===== config.mk =====
export PLATFORM = sky130hd
export DESIGN_NAME = scan_addr_select
export DESIGN_NICKNAME = d
export VERILOG_FILES = /design/src/rtl/scan_sel_pkg.sv /design/src/rtl/tap_fsm.sv /design/src/rtl/ir_unit.sv /design/src/rtl/addr_match.sv /design/src/rtl/sel_fsm.sv /design/src/rtl/dr_unit.sv /design/src/rtl/scan_addr_select.sv
export SDC_FILE = /design/constraint.sdc
export NUM_CORES = 1
export LEC_CHECK = 0
export ABC_AREA = 1
export BUFFER_PORTS_ARGS = -buffer_cell sky130_fd_sc_hd__buf_4
export CAP_MARGIN = 20
export CORE_ASPECT_RATIO = 1.5
export CORE_MARGIN = 5
export CORE_UTILIZATION = 50
export DETAILED_ROUTE_END_ITERATION = 10
export PLACE_DENSITY = 0.69
export SKIP_LAST_GASP = 1
export SLEW_MARGIN = 20
export SYNTH_ARGS = -nofsm -noshare
export SYNTH_HDL_FRONTEND = slang
export SYNTH_SLANG_ARGS = --single-unit

===== constraint.sdc =====
create_clock -name tck -period 2.4 [get_ports tck]
set_input_delay 0 -clock tck [delete_from_list [all_inputs] [get_ports tck]]
set_output_delay 0 -clock tck [all_outputs]
set_load 0.03 [all_outputs]

===== src/rtl/scan_sel_pkg.sv =====
package scan_sel_pkg;

  // TAP controller states
  typedef enum logic [3:0] {
    T_TLR    = 4'd0,
    T_RTI    = 4'd1,
    T_SEL_DR = 4'd2,
    T_CAP_DR = 4'd3,
    T_SH_DR  = 4'd4,
    T_EX1_DR = 4'd5,
    T_PAU_DR = 4'd6,
    T_EX2_DR = 4'd7,
    T_UPD_DR = 4'd8,
    T_SEL_IR = 4'd9,
    T_CAP_IR = 4'd10,
    T_SH_IR  = 4'd11,
    T_EX1_IR = 4'd12,
    T_PAU_IR = 4'd13,
    T_EX2_IR = 4'd14,
    T_UPD_IR = 4'd15
  } tap_st_e;

  // Device selection states (encoding visible on sel_state)
  typedef enum logic [1:0] {
    S_WAIT   = 2'd0,
    S_UNSEL  = 2'd1,
    S_SINGLE = 2'd2,
    S_GROUP  = 2'd3
  } sel_st_e;

endpackage


===== src/rtl/tap_fsm.sv =====
module tap_fsm
  import scan_sel_pkg::*;
(
  input  logic    tck,
  input  logic    trst_n,
  input  logic    tms,
  output tap_st_e st
);

  tap_st_e nxt;

  always_comb begin
    nxt = st;
    unique case (st)
      T_TLR:    nxt = tms ? T_TLR    : T_RTI;
      T_RTI:    nxt = tms ? T_SEL_DR : T_RTI;
      T_SEL_DR: nxt = tms ? T_SEL_IR : T_CAP_DR;
      T_CAP_DR: nxt = tms ? T_EX1_DR : T_SH_DR;
      T_SH_DR:  nxt = tms ? T_EX1_DR : T_SH_DR;
      T_EX1_DR: nxt = tms ? T_UPD_DR : T_PAU_DR;
      T_PAU_DR: nxt = tms ? T_EX2_DR : T_PAU_DR;
      T_EX2_DR: nxt = tms ? T_UPD_DR : T_SH_DR;
      T_UPD_DR: nxt = tms ? T_SEL_DR : T_RTI;
      T_SEL_IR: nxt = tms ? T_TLR    : T_CAP_IR;
      T_CAP_IR: nxt = tms ? T_EX1_IR : T_SH_IR;
      T_SH_IR:  nxt = tms ? T_EX1_IR : T_SH_IR;
      T_EX1_IR: nxt = tms ? T_UPD_IR : T_PAU_IR;
      T_PAU_IR: nxt = tms ? T_EX2_IR : T_PAU_IR;
      T_EX2_IR: nxt = tms ? T_UPD_IR : T_SH_IR;
      T_UPD_IR: nxt = tms ? T_SEL_DR : T_RTI;
      default:  nxt = T_TLR;
    endcase
  end

  always_ff @(posedge tck or negedge trst_n) begin
    if (!trst_n) st <= T_TLR;
    else         st <= nxt;
  end

  // five high TMS samples end in Test-Logic-Reset
  p_five_ones_tlr_r2: assert property (@(posedge tck) disable iff (!trst_n)
    (tms && $past(tms) && $past(tms, 2) && $past(tms, 3) && $past(tms, 4))
      |=> (st == T_TLR));

endmodule


===== src/rtl/ir_unit.sv =====
module ir_unit
  import scan_sel_pkg::*;
#(
  parameter int IR_W = 8,
  parameter logic [IR_W-1:0] CAP_VAL = 8'h01,
  parameter logic [IR_W-1:0] BYP_INS = 8'hFF
) (
  input  logic            tck,
  input  logic            trst_n,
  input  tap_st_e         st,
  input  logic            tdi,
  input  logic            inst_mode,
  output logic [IR_W-1:0] ir_sh,
  output logic [IR_W-1:0] ir_q
);

  // shift path: capture fixed pattern, shift in at the top
  always_ff @(posedge tck or negedge trst_n) begin
    if (!trst_n) begin
      ir_sh <= '0;
    end else if (st == T_CAP_IR) begin
      ir_sh <= CAP_VAL;
    end else if (st == T_SH_IR) begin
      ir_sh <= {tdi, ir_sh[IR_W-1:1]};
    end
  end

  // active instruction: only loaded once the device is selected
  always_ff @(posedge tck or negedge trst_n) begin
    if (!trst_n) begin
      ir_q <= BYP_INS;
    end else if (st == T_TLR) begin
      ir_q <= BYP_INS;
    end else if (st == T_UPD_IR && inst_mode) begin
      ir_q <= ir_sh;
    end
  end

  // each Shift-IR edge places TDI at the most significant bit
  p_ir_msb_entry_r3: assert property (@(posedge tck) disable iff (!trst_n)
    (st == T_SH_IR) |=> (ir_sh[IR_W-1] == $past(tdi)));

  // the instruction moves only on a selected Update-IR or a reset entry
  p_inst_hold_r8: assert property (@(posedge tck) disable iff (!trst_n)
    (st != T_TLR && !(st == T_UPD_IR && inst_mode)) |=> $stable(ir_q));

endmodule


===== src/rtl/addr_match.sv =====
module addr_match #(
  parameter int ADDR_W = 7,
  parameter int GRP_BITS = 2,
  parameter logic [ADDR_W-1:0] BCAST_ADDR = 7'h3A,
  parameter logic [ADDR_W-1:0] MCAST_BASE = 7'h30
) (
  input  logic [ADDR_W-1:0]   addr,
  input  logic [ADDR_W-1:0]   slot,
  input  logic                grp_valid,
  input  logic [GRP_BITS-1:0] grp_num,
  output logic                hit_single,
  output logic                hit_group
);

  localparam int HI_W = ADDR_W - GRP_BITS;

  logic [HI_W-1:0] base_hi;
  logic            in_mcast_window;
  logic            mcast_hit;
  logic            bcast_hit;

  assign base_hi         = MCAST_BASE[ADDR_W-1:GRP_BITS];
  assign in_mcast_window = (addr[ADDR_W-1:GRP_BITS] == base_hi);
  assign mcast_hit       = grp_valid && in_mcast_window &&
                           (addr[GRP_BITS-1:0] == grp_num);
  assign bcast_hit       = (addr == BCAST_ADDR);

  // slot match takes precedence over the shared addresses
  assign hit_single = (addr == slot);
  assign hit_group  = !hit_single && (bcast_hit || mcast_hit);

  // a multicast decision is only possible with a valid group register
  always_comb begin
    if (hit_group && !bcast_hit) begin
      a_mcast_needs_valid_r6: assert (grp_valid);
    end
  end

endmodule


===== src/rtl/sel_fsm.sv =====
module sel_fsm
  import scan_sel_pkg::*;
(
  input  logic    tck,
  input  logic    trst_n,
  input  tap_st_e st,
  input  logic    hit_single,
  input  logic    hit_group,
  output sel_st_e sel
);

  logic addressing;
  assign addressing = (sel == S_WAIT) || (sel == S_UNSEL);

  always_ff @(posedge tck or negedge trst_n) begin
    if (!trst_n) begin
      sel <= S_WAIT;
    end else if (st == T_TLR) begin
      sel <= S_WAIT;
    end else if (st == T_UPD_IR && addressing) begin
      if (hit_single)     sel <= S_SINGLE;
      else if (hit_group) sel <= S_GROUP;
      else                sel <= S_UNSEL;
    end
  end

  // reset state of the TAP always lands in waiting
  p_tlr_to_wait_r2: assert property (@(posedge tck) disable iff (!trst_n)
    (st == T_TLR) |=> (sel == S_WAIT));

  // selection moves only at Update-IR or Test-Logic-Reset
  p_sel_moves_on_update_r7: assert property (@(posedge tck) disable iff (!trst_n)
    (st != T_UPD_IR && st != T_TLR) |=> $stable(sel));

  // once selected, instruction updates keep the selection
  p_selected_sticky_r8: assert property (@(posedge tck) disable iff (!trst_n)
    ((sel == S_SINGLE || sel == S_GROUP) && st != T_TLR) |=> $stable(sel));

endmodule


===== src/rtl/dr_unit.sv =====
module dr_unit
  import scan_sel_pkg::*;
#(
  parameter int GRP_BITS = 2
) (
  input  logic              tck,
  input  logic              trst_n,
  input  tap_st_e           st,
  input  sel_st_e           sel,
  input  logic              tdi,
  input  logic              grp_path,
  output logic [GRP_BITS:0] grp_q,
  output logic              dr_out
);

  localparam int GW = GRP_BITS + 1;

  logic [GW-1:0] grp_sh;
  logic          byp_q;
  logic          wr_ok;

  assign wr_ok = grp_path && (sel == S_SINGLE);

  always_ff @(posedge tck or negedge trst_n) begin
    if (!trst_n) begin
      grp_sh <= '0;
      byp_q  <= 1'b0;
    end else if (st == T_CAP_DR) begin
      if (grp_path) grp_sh <= grp_q;
      byp_q <= 1'b0;
    end else if (st == T_SH_DR) begin
      if (grp_path) grp_sh <= {tdi, grp_sh[GW-1:1]};
      byp_q <= tdi;
    end
  end

  // group register survives TAP reset; only the hardware reset clears it
  always_ff @(posedge tck or negedge trst_n) begin
    if (!trst_n) begin
      grp_q <= '0;
    end else if (st == T_UPD_DR && wr_ok) begin
      grp_q <= grp_sh;
    end
  end

  assign dr_out = grp_path ? grp_sh[0] : byp_q;

  // no write unless the device is singly selected
  p_grp_locked_r10: assert property (@(posedge tck) disable iff (!trst_n)
    (sel != S_SINGLE) |=> $stable(grp_q));

  // bypass stage captures zero
  p_bypass_capture_r11: assert property (@(posedge tck) disable iff (!trst_n)
    (st == T_CAP_DR) |=> (byp_q == 1'b0));

endmodule


===== src/rtl/scan_addr_select.sv =====
module scan_addr_select
  import scan_sel_pkg::*;
#(
  parameter int ADDR_W = 7,
  parameter int IR_W = 8,
  parameter int GRP_BITS = 2,
  parameter logic [ADDR_W-1:0] BCAST_ADDR = 7'h3A,
  parameter logic [ADDR_W-1:0] MCAST_BASE = 7'h30,
  parameter logic [IR_W-1:0] GRP_INS = 8'h03,
  parameter logic [IR_W-1:0] CAP_VAL = 8'h01
) (
  input  logic              tck,
  input  logic              trst_n,
  input  logic              tms,
  input  logic              tdi,
  input  logic [ADDR_W-1:0] slot_addr,
  output logic              tdo,
  output logic              tdo_oe,
  output logic [1:0]        sel_state
);

  localparam logic [IR_W-1:0] BYP_INS = {IR_W{1'b1}};

  tap_st_e           st;
  sel_st_e           sel;
  logic [IR_W-1:0]   ir_sh;
  logic [IR_W-1:0]   ir_q;
  logic [GRP_BITS:0] grp_q;
  logic              hit_single;
  logic              hit_group;
  logic              dr_out;
  logic              inst_mode;
  logic              grp_path;
  logic              tdo_q;
  logic              oe_q;

  assign inst_mode = (sel == S_SINGLE) || (sel == S_GROUP);
  assign grp_path  = (ir_q == GRP_INS);

  tap_fsm u_tap (
    .tck    (tck),
    .trst_n (trst_n),
    .tms    (tms),
    .st     (st)
  );

  ir_unit #(
    .IR_W    (IR_W),
    .CAP_VAL (CAP_VAL),
    .BYP_INS (BYP_INS)
  ) u_ir (
    .tck       (tck),
    .trst_n    (trst_n),
    .st        (st),
    .tdi       (tdi),
    .inst_mode (inst_mode),
    .ir_sh     (ir_sh),
    .ir_q      (ir_q)
  );

  addr_match #(
    .ADDR_W     (ADDR_W),
    .GRP_BITS   (GRP_BITS),
    .BCAST_ADDR (BCAST_ADDR),
    .MCAST_BASE (MCAST_BASE)
  ) u_match (
    .addr       (ir_sh[ADDR_W-1:0]),
    .slot       (slot_addr),
    .grp_valid  (grp_q[GRP_BITS]),
    .grp_num    (grp_q[GRP_BITS-1:0]),
    .hit_single (hit_single),
    .hit_group  (hit_group)
  );

  sel_fsm u_sel (
    .tck        (tck),
    .trst_n     (trst_n),
    .st         (st),
    .hit_single (hit_single),
    .hit_group  (hit_group),
    .sel        (sel)
  );

  dr_unit #(
    .GRP_BITS (GRP_BITS)
  ) u_dr (
    .tck      (tck),
    .trst_n   (trst_n),
    .st       (st),
    .sel      (sel),
    .tdi      (tdi),
    .grp_path (grp_path),
    .grp_q    (grp_q),
    .dr_out   (dr_out)
  );

  // output stage on the falling edge, driven only when singly selected
  always_ff @(negedge tck or negedge trst_n) begin
    if (!trst_n) begin
      tdo_q <= 1'b0;
      oe_q  <= 1'b0;
    end else begin
      oe_q  <= (sel == S_SINGLE) && (st == T_SH_IR || st == T_SH_DR);
      tdo_q <= (st == T_SH_IR) ? ir_sh[0] : dr_out;
    end
  end

  assign tdo       = oe_q & tdo_q;
  assign tdo_oe    = oe_q;
  assign sel_state = sel;

  // the pad is enabled only while singly selected
  p_oe_single_only_r9: assert property (@(posedge tck) disable iff (!trst_n)
    tdo_oe |-> (sel == S_SINGLE));

  // an unselected or waiting device never drives TDO
  p_quiet_before_select_r3: assert property (@(posedge tck) disable iff (!trst_n)
    (sel == S_WAIT || sel == S_UNSEL) |-> !tdo_oe);

endmodule


Word level (Yosys, flattened, before mapping):

Cells that the tools add are included.

* add/sub/neg operators: 0
* multiply operators: 0
* div/mod/pow operators: 0
* magnitude comparators: 0
* eq/ne operators: 23
* shift operators: 0
* multiplexer cells: 29
* bitwise operators: 1
* reductions and logical operators: 23

Operators by type and width (count)
* one-hot mux 4 bit (12 select lines): 1
* == test 4 bit, second input constant: 8
* two-way mux 8 bit: 4
* two-way mux 3 bit: 6
* == test 4 x 3 -> 1 bit, second input constant: 4
* two-way mux 4 bit: 4
* two-way mux 2 bit: 7
* == test 4 x 2 -> 1 bit, second input constant: 2
* == test 8 x 2 -> 1 bit, second input constant: 1
* logical AND 1 bit: 8
* nonzero test 2 bit: 4
* == test 7 x 6 -> 1 bit, second input constant: 1
* == test 7 bit: 1
* two-way mux 1 bit: 7
* == test 5 x 4 -> 1 bit, second input constant: 1
* == test 2 bit, second input constant: 2
* == test 4 x 1 -> 1 bit, second input constant: 1
* logical NOT 4 bit: 1
* logical OR 1 bit: 4
* OR reduction 2 bit: 2
* OR reduction 3 bit: 1
* == test 2 x 1 -> 1 bit, second input constant: 1
* == test 2 bit: 1
* logical NOT 2 bit: 1
* 3 further kinds: 3

* register bits: 31
* bits in latches: 0
* memory bits (writable): 0
* bits in read-only memories: 0
* input port bits: 11
* output and inout port bits: 4
* memories kept: 0

Depth between registers and ports, before layout:

* depth after elaboration: 9
* depth in mapped cells: 9

Hierarchy:

A second synthesis with hierarchy kept.

* cell total of the unflattened synthesis: 288
* area, all modules: 2030.7 um^2

By module, submodules not included
* ir_unit: instances 1, cells an instance 88, area each 787.0 um^2, seq. area each 410.4 um^2
* dr_unit: instances 1, cells an instance 51, area each 412.9 um^2, seq. area each 175.2 um^2
* tap_fsm: instances 1, cells an instance 55, area each 335.3 um^2, seq. area each 100.1 um^2
* addr_match: instances 1, cells an instance 53, area each 219.0 um^2, seq. area each 0.0 um^2
* scan_addr_select: instances 1, cells an instance 24, area each 143.9 um^2, seq. area each 50.0 um^2
* sel_fsm: instances 1, cells an instance 17, area each 132.6 um^2, seq. area each 50.0 um^2

==> results_dict.tcl <==
set metrics [dict create \
    status "finished clean" \
    worstPathArrival_ns 1.29 \
    cts_root_buf "clkbuf_8" \
    leakage_uw 0.0009462 \
    end_kind "flip-flop" \
    vias 1482 \
    post-dp-hpwl_um 3032 \
    yosysTopAreaCell "dfrtp_1" \
    drtIter0Drc 45 \
    wire_per_inst_um 13.81 \
    synth-main-ff-cell "dfrtp_1" \
    postCtsSetupBuffers 0 \
    postSynthAreaPerCell_um2 7.854 \
    fillCellCount 287 \
    grt_overflow 0 \
    core-area_um2 3159 \
    grt_pass1_vias 1485 \
    ys_async_sr_fraction 1.000 \
    seq_area_frac_synth 0.4787 \
    yosys_register_bits 31 \
    fp.dieH_um 80.18 \
    cts_htree_levels 2 \
    final_cell_mix "53 x nand2_1, 32 x inv_1, 25 x o21ai_0" \
    drv_cap 0 \
    io_buffers 14 \
    clkTransAtPathRegs_ns 0.07 \
    place.gp.congestion 0.8375 \
    synth.distinct_cells 29 \
    grt_usage 0.1843 \
    postSynthCellCount 209 \
    critPathKind "reg -> reg" \
    yosys_warnings 0 \
    first_pass_iters 4 \
    ir_worst_vdd_uv 657.6 \
    power.share.clock 0.198 \
    combPwrFrac 0.394 \
    hold_class "in -> reg" \
    pre_cts_ws_ns 0.06058 \
    p_sw_frac 0.3863 \
    setup_ws_ns 0.02716 \
    clk_latency_ns 0.28 \
    num_rows 25 \
    synth_top_area_frac 0.3201 \
    grt_max_degree 32 \
    top_level_ports 15 \
    die_area_um2 4553 \
    ant_nets 0 \
    cellInternalPower_uw 1187 \
    clockBufferDepth 2 \
    die_w_um 56.79 \
    worst-path-max-fanout 2 \
    drv_slew 0 \
    drc 0 \
    tightest_slew_ns 0.3966 \
    startpoint_type "flip-flop" \
    grt_pass1_wl_um 6527 \
    slew_headroom 0.7346 \
    p_per_area_nw_per_um2 985.5 \
    synth_edf_count 0 \
    switching_power_uw 747.5 \
    grt_antenna_before_repair 0 \
    cts_tree "done" \
    drive_gt1_frac 0.2282 \
    synth.cell_area_um2 1642 \
    area_growth_pct 19.59 \
    setup_viol 0 \
    synthTopCellsByArea "dfrtp_1 32%, dfstp_2 13%, nand2_1 12%" \
    antenna_cells 0 \
    via_per_inst 5.274 \
    hold_viol 0 \
    grt_setup_unrepaired "no" \
    cts_sinks 31 \
    initial_core_util 0.5196 \
    wl_um 3880 \
    crit_chain "inv_1, nand4_1, nor2_1, o21ai_0, o22ai_1" \
    layout_commonest_cell "nand2_1" \
    setup_tns_ns 0 \
    nNetsFinal 251 \
    skew_ns 0.01120 \
    pwr-share-seq 0.408 \
    max_stage_delay_ns 0.52 \
    numCtsBuffers 5 \
    critPathSlowestCell "dfstp_2" \
    cp.required_ns 1.32 \
    synth_nets 220 \
]
==> cells by family (layout without fill, tap and decap cells) <==
| kind of cell | after synthesis | in the layout | share of synthesized area |
|---|---|---|---|
| flops | 31 | 31 | 0.4787 |
| xor+xnor | 4 | 4 | 0.02135 |
| buf+inv | 38 | 70 | 0.08918 |
| simple gates | 87 | 87 | 0.2325 |
| compound gates | 49 | 49 | 0.1784 |
==> layer usage <==
| metal | vias up | wire [um] | track usage |
|---|---|---|---|
| met2 | 25 | 2151 | 0.3507 |
| met1 | 711 | 1517 | 0.1898 |
| met5 | - | 0 | 0 |
| met4 | 0 | 86 | 0.07889 |
| met3 | 6 | 125 | 0.04019 |
| li1 | 740 | - | - |
==> metrics by stage <==
step           total power, uW  instances  hold slack [ns]  cell area, um^2    util
2_1_floorplan             1319        209          -0.2956             1642       -
3_3_place_gp              1529        270         -0.05581             1849  0.5853
3_5_place_dp              1550        270         -0.05030             1849  0.5853
4_1_cts                   1939        281           0.1305             1961  0.6206
5_1_grt                   2085        281           0.1511             1963  0.6214
6_report                  1935        281           0.1203             1963  0.6214
==> power groups by stage <==
stage	registers [uW]	clock network [uW]	logic [uW]
after floorplan	780	0	539
after global routing	804	421	860
after detailed placement	795	0	755
final	789	383	762
after CTS	787	390	762
after global placement	787	0	742
==> what timing repair did <==
item / CTS / global route
hold buffers: 3 / 0
endpoints found under the hold margin: 33 / 0
gates resized for setup: 0 / 1
setup endpoints to repair: 0 / 1
==> synthesized netlist by cell type (2+ instances only) <==
| cell | count |
|---|---|
| dfstp_2 | 8 |
| nand3_1 | 10 |
| xnor2_1 | 3 |
| nor2_1 | 9 |
| inv_1 | 32 |
| nand4_1 | 4 |
| dfrtn_1 | 2 |
| dfrtp_1 | 21 |
| o21ai_2 | 4 |
| nand2_2 | 3 |
| nor2_2 | 3 |
| nand2_1 | 53 |
| inv_2 | 5 |
| a22oi_1 | 2 |
| o22ai_1 | 7 |
| a21oi_1 | 6 |
| o21ai_0 | 25 |
==> final cells by class <==
| class | count | area, um^2 | share of cell area |
|---|---|---|---|
| clock buffer | 7 | 76.32 | 0.03888 |
| multi-input combinational | 140 | 711.9 | 0.3627 |
| clock inverter | 1 | 5.005 | 0.002549 |
| tap | 40 | 50.05 | 0.02549 |
| inverter | 37 | 138.9 | 0.07075 |
| sequential | 31 | 785.8 | 0.4003 |
| timing repair buffer | 25 | 195.2 | 0.09943 |
==> final timing paths <==
check                                     end  cells after the start  slack, ns         start
worst max-delay path                    tdo_q                      5       0.03  u_ir.ir_q[7]
worst min-delay path             u_sel.sel[0]                      5       0.12  slot_addr[5]
worst max register to register          tdo_q                      5       0.03  u_ir.ir_q[7]
worst min register to register   u_ir.ir_q[1]                      2       0.48  u_ir.ir_q[1]
max in group asynchronous               tdo_q                      2       0.82        trst_n
min in group asynchronous       u_dr.grp_q[0]                      2       0.19        trst_n
==> sequential cells by signal (all words and copies together), names as in the netlist <==
register / count
u_ir.ir_q: 8
u_ir.ir_sh: 8
u_tap.st: 4
u_dr.grp_q: 3
u_dr.grp_sh: 3
u_sel.sel: 2
tdo_oe: 1
tdo_q: 1
u_dr.byp_q: 1
==> critical path, delay by kind of cell, from the launching register on <==
kind | cells | cell delay [ns]
DFF | 1 | 0.52
and+or+nand+nor | 2 | 0.20
buffers and inverters | 1 | 0.05
AOI/OAI and AO/OA | 2 | 0.24
Note: power is estimated with default switching activity, not from simulation.
